--- src/rtl/rsg_pkg.sv ---
package rsg_pkg;
  // default number of consecutive overcurrent samples needed to confirm
  localparam int unsigned RSG_CONFIRM_DEF = 3;
  // default number of open-switch samples before the latch releases
  localparam int unsigned RSG_RELEASE_DEF = 8;
endpackage

--- src/rtl/rsg_confirm.sv ---
module rsg_confirm #(
  parameter int unsigned DEPTH = rsg_pkg::RSG_CONFIRM_DEF
) (
  input  logic clk,
  input  logic por_n,
  input  logic arm,
  input  logic oc_flag,
  output logic confirmed
);
  logic             seen_q;
  logic [DEPTH-1:0] chain_q;

  // rising-edge sample of the overcurrent flag, only while armed
  always_ff @(posedge clk or negedge por_n) begin
    if (!por_n) seen_q <= 1'b0;
    else        seen_q <= arm & oc_flag;
  end

  // falling-edge shift chain; an empty sample flushes every stage
  for (genvar gi = 0; gi < DEPTH; gi++) begin : g_stage
    if (gi == 0) begin : g_head
      always_ff @(negedge clk or negedge por_n) begin
        if (!por_n) chain_q[gi] <= 1'b0;
        else        chain_q[gi] <= seen_q;
      end
    end else begin : g_tail
      always_ff @(negedge clk or negedge por_n) begin
        if (!por_n) chain_q[gi] <= 1'b0;
        else        chain_q[gi] <= seen_q & chain_q[gi-1];
      end
    end
  end

  assign confirmed = chain_q[DEPTH-1] & seen_q;
endmodule

--- src/rtl/rsg_release.sv ---
module rsg_release #(
  parameter int unsigned HOLD = rsg_pkg::RSG_RELEASE_DEF
) (
  input  logic clk,
  input  logic por_n,
  input  logic sw_any,
  output logic done
);
  localparam int unsigned CW = (HOLD > 2) ? $clog2(HOLD) : 1;
  localparam logic [CW-1:0] LAST = CW'(HOLD - 1);

  logic [CW-1:0] cnt_q;

  always_ff @(posedge clk or negedge por_n) begin
    if (!por_n)           cnt_q <= '0;
    else if (sw_any)      cnt_q <= '0;
    else if (cnt_q != LAST) cnt_q <= cnt_q + 1'b1;
  end

  // true on the HOLD-th consecutive open sample
  assign done = !sw_any && (cnt_q == LAST);
endmodule

--- src/rtl/relay_short_guard.sv ---
module relay_short_guard #(
  parameter int unsigned CONFIRM_DEPTH  = rsg_pkg::RSG_CONFIRM_DEF,
  parameter int unsigned RELEASE_CYCLES = rsg_pkg::RSG_RELEASE_DEF
) (
  input  logic clk,
  input  logic por_n,
  input  logic relay_req,
  input  logic sw_any,
  input  logic oc_flag,
  input  logic ld_flag,
  output logic drive_out,
  output logic fault_latched
);
  logic arm;
  logic confirmed;
  logic released;
  logic set_now;

  // detection only while the transistor is driven and no load dump
  assign arm = drive_out & ~ld_flag;

  rsg_confirm #(.DEPTH(CONFIRM_DEPTH)) u_confirm (
    .clk       (clk),
    .por_n     (por_n),
    .arm       (arm),
    .oc_flag   (oc_flag),
    .confirmed (confirmed)
  );

  rsg_release #(.HOLD(RELEASE_CYCLES)) u_release (
    .clk    (clk),
    .por_n  (por_n),
    .sw_any (sw_any),
    .done   (released)
  );

  assign set_now = confirmed & ~ld_flag;

  // sticky latch: setting wins over release
  always_ff @(posedge clk or negedge por_n) begin
    if (!por_n)        fault_latched <= 1'b0;
    else if (set_now)  fault_latched <= 1'b1;
    else if (released) fault_latched <= 1'b0;
  end

  // load dump forces conduction; a fault cuts the drive on the confirming edge
  always_ff @(posedge clk or negedge por_n) begin
    if (!por_n) drive_out <= 1'b0;
    else        drive_out <= ld_flag | (relay_req & ~fault_latched & ~set_now);
  end
endmodule

--- config.mk ---
export PLATFORM = sky130hd
export DESIGN_NAME = relay_short_guard
export DESIGN_NICKNAME = d
export VERILOG_FILES = /design/src/rtl/rsg_pkg.sv /design/src/rtl/rsg_confirm.sv /design/src/rtl/rsg_release.sv /design/src/rtl/relay_short_guard.sv
export SDC_FILE = /design/constraint.sdc
export NUM_CORES = 1
export LEC_CHECK = 0
export ABC_CLOCK_PERIOD_IN_PS = 1470
export CORE_AREA = 2 2 39 41
export DETAILED_ROUTE_END_ITERATION = 7
export DIE_AREA = 0 0 41 43
export GPL_TIMING_DRIVEN = 0
export PLACE_DENSITY = 0.49
export REMOVE_ABC_BUFFERS = 1
export SKIP_CTS_REPAIR_TIMING = 1
export SYNTH_ARGS = -nofsm -noshare
export SYNTH_HDL_FRONTEND = slang
export SYNTH_HIERARCHICAL = 1
export SYNTH_SLANG_ARGS = --single-unit
export TNS_END_PERCENT = 10
--- constraint.sdc ---
create_clock -name clk -period 1.47 [get_ports clk]
set_clock_uncertainty 0.15 [all_clocks]
set_input_delay 0.147 -clock clk [delete_from_list [all_inputs] [get_ports clk]]
set_output_delay 0.147 -clock clk [all_outputs]
set_load 0.02 [all_outputs]
==> qor_table.md <==
| Metric | Value | Unit |
|:---|:---|:---|
| Run status | complete, but fails checks | - |
| Violations in the final reports | setup timing | - |
| Row Count | 14 | - |
| Leakage power | 0.235 | nW |
| Net count reported at finish | 47 | - |
| Initial standard-cell utilization of the core | 25.3 | % |
| Worst setup slack before clock tree synthesis | -0.228 | ns |
| Vert. Die Dim | 43 | um |
| Critical Path Start Type | flop | - |
| Clock latency on the worst-skew pair | 0.26 | ns |
| Maximum buffer depth of the clock tree | 2 | - |
| Power per standard cell area | 1120 | nW/um2 |
| Type of the setup path with the least slack | reg -> reg | - |
| Number of max-cap violations | 0 | - |
| Routability Congestion | 0.585 | - |
| Clock tree from TritonCTS | done | - |
| Area taken by multi-input logic gates | 120 | um2 |
| Via count of the routed design | 226 | - |
| Detailed-placement wirelength estimate | 431 | um |
| Layout cells sized above 1 | 13.2 | % |
| Number of fillers in the final layout | 139 | - |
| DRT Pass-1 Iters | 2 | - |
| CTS H-tree depth | 1 | - |
| Headroom to the max-slew limit | 74.0 | % |
| Final setup violation count | 4 | - |
| Core area | 1380 | um2 |
| Setup repair after global routing missed its margin | yes | - |
| Minimum setup slack in the final design | -0.230 | ns |
| Remaining Overflow, GRT | 0 | - |
| Top library cells by usage in the layout, fill and taps aside | 6 x sky130_fd_sc_hd__dfrtp_1, 5 x sky130_fd_sc_hd__clkdlybuf4s50_1 | - |
| Most common library cell in the layout ignoring fill and taps | sky130_fd_sc_hd__dfrtp_1 | - |
| 1st-iter DRT viols | 3 | - |
| Per-instance average area after synthesis | 13.0 | um2 |
| Post-detailed-routing wire length | 558 | um |
| Register bit count reported by yosys | 9 | - |
| Worst R2R Setup Slack | -0.23 | ns |
| Horiz. Die Dim | 41 | um |
| Yosys warnings | 6 | - |
| Type of the tightest min-delay check | in -> async | - |
| Inserted Clock Buffers | 3 | - |
| DRC errors left | 0 | - |
| Number of cells traversed by the worst register-to-register path | 3 | - |
| Area post-placement | 440 | um2 |
| Vias per cell | 4.19 | - |
| Final routed wire length divided by cell count | 10.3 | um |
| Final hold violations | 0 | - |
| Sink count of the clock tree | 9 | - |
| Number of inserted diodes | 0 | - |
| GRT Resource Usage Total | 8.93 | % |
| Via count of the first global-routing pass | 249 | - |
| Placed insts | 50 | - |
| Number of distinct standard cells referenced by the synthesized netlist | 11 | - |
| Synth Cell Area | 350 | um2 |
| Maximum ir drop on the vdd rail | 0.464 | mV |
| Sequential cell area | 225 | um2 |
| Actual transition at the worst max-transition pin | 0.389 | ns |
| CTS clk-pin slew, worst paths | 0.06 | ns |
| Sequential element share of the synthesized area | 64.3 | % |
| Non-Filler Instances | 54 | - |
| Cell area after layout | 474 | um2 |
| Root cell of the clock tree | sky130_fd_sc_hd__clkbuf_4 | - |
| DIE AREA | 1760 | um2 |
| First-pass GRT wire length | 917 | um |
| Setup crit end kind | flop | - |
| Cells after Synth | 27 | - |
| Quantity of I/O buffers inserted on ports | 7 | - |
| Maximum number of pins on one net before global-route repair | 10 | - |
| Worst Hold Slack | 0.0280 | ns |
| Number of antenna violations at the first check in global routing | 0 | - |
| Critical Path AT | 1.70 | ns |
| CP max FO | 2 | - |
| DRT antenna net count | 0 | - |
| Required time of the critical path | 1.47 | ns |
| Ports placed on the boundary | 8 | - |
| Final count of pins violating max slew | 0 | - |
| Signed area change from the synthesized netlist to the final layout | 35.4 | % |
where the power goes:
part           total (W)  switching [W]  leakage (nW)  internal (W)
registers       0.000276     0.00000935         0.115      0.000267
clock network   0.000184      0.0000799        0.0150      0.000104
logic          0.0000729      0.0000348         0.104     0.0000381
total           0.000533       0.000124         0.235      0.000409
path summary, 6_finish.rpt:
path,from,end
max in group asynchronous,por_n,u_confirm/chain_q[1]
min in group clk,u_confirm/chain_q[0],u_confirm/chain_q[1]
max reg2reg,u_confirm/chain_q[2],drive_out
min reg2reg,u_confirm/chain_q[0],u_confirm/chain_q[1]
max,u_confirm/chain_q[2],drive_out
min,por_n,drive_out
critical path, stage by stage, from the launching register on:
cell and delay [ns]:
sky130_fd_sc_hd__dfrtn_1 0.38, sky130_fd_sc_hd__and2_4 0.13, sky130_fd_sc_hd__inv_2 0.03, sky130_fd_sc_hd__a31o_1 0.16
per-layer routing:
layer	vias up	routed length, um	GRT usage [%]	part of all wire, %
met4	0	26	8.00	4.7
met5	-	0	0	0
met1	102	208	7.33	37
met2	10	261	13.1	47
li1	110	-	-	-
met3	4	62	6.28	11
cells in the mapped netlist (all sizes together):
| cell | instances | area [um2] |
|---|---|---|
| and2 | 4 | 25.0 |
| ha | 2 | 25.0 |
| nor2 | 3 | 11.3 |
| o22ai | 1 | 6.26 |
| nor2b | 2 | 12.5 |
| dfrtp | 6 | 150 |
| dfrtn | 3 | 75.1 |
| xor2 | 1 | 8.76 |
| mux2i | 2 | 20.0 |
| a31o | 1 | 8.76 |
| inv | 2 | 7.51 |
layout make-up:
type                            count  share of cell area [%]
Clock buffer                        4                    5.54
Inverter                            2                    1.58
Multi-Input combinational cell     16                    25.3
Sequential cell                     9                    47.5
Tap cell                           16                    4.22
Timing Repair Buffer                7                    15.8
through the flow:
step,power [W],util (%),TNS (ns)
after detailed placement,0.000356,31.8,-0.937
final,0.000533,34.3,-0.626
after global placement,0.000351,31.8,-0.794
after floorplan,0.000313,-,-0.437
after global routing,0.000577,34.3,-0.802
after CTS,0.000548,33.7,-0.715
sequential cells by signal, summed over array words and instances, names as in the netlist:
register           flops
drive_out              1
fault_latched          1
u_confirm/seen_q       1
u_release/cnt_q        3
u_confirm/chain_q      3
cells by family after synthesis:
group	synth area share, %
AOI/OAI and AO/OA	4.29
xor gates and xnor gates	2.50
adders and majority gates	7.14
buffers and inverters	2.14
DFF	64.3
muxes	5.71
and+or+nand+nor	13.9
No activity file was read; power rests on OpenSTA's default activity.
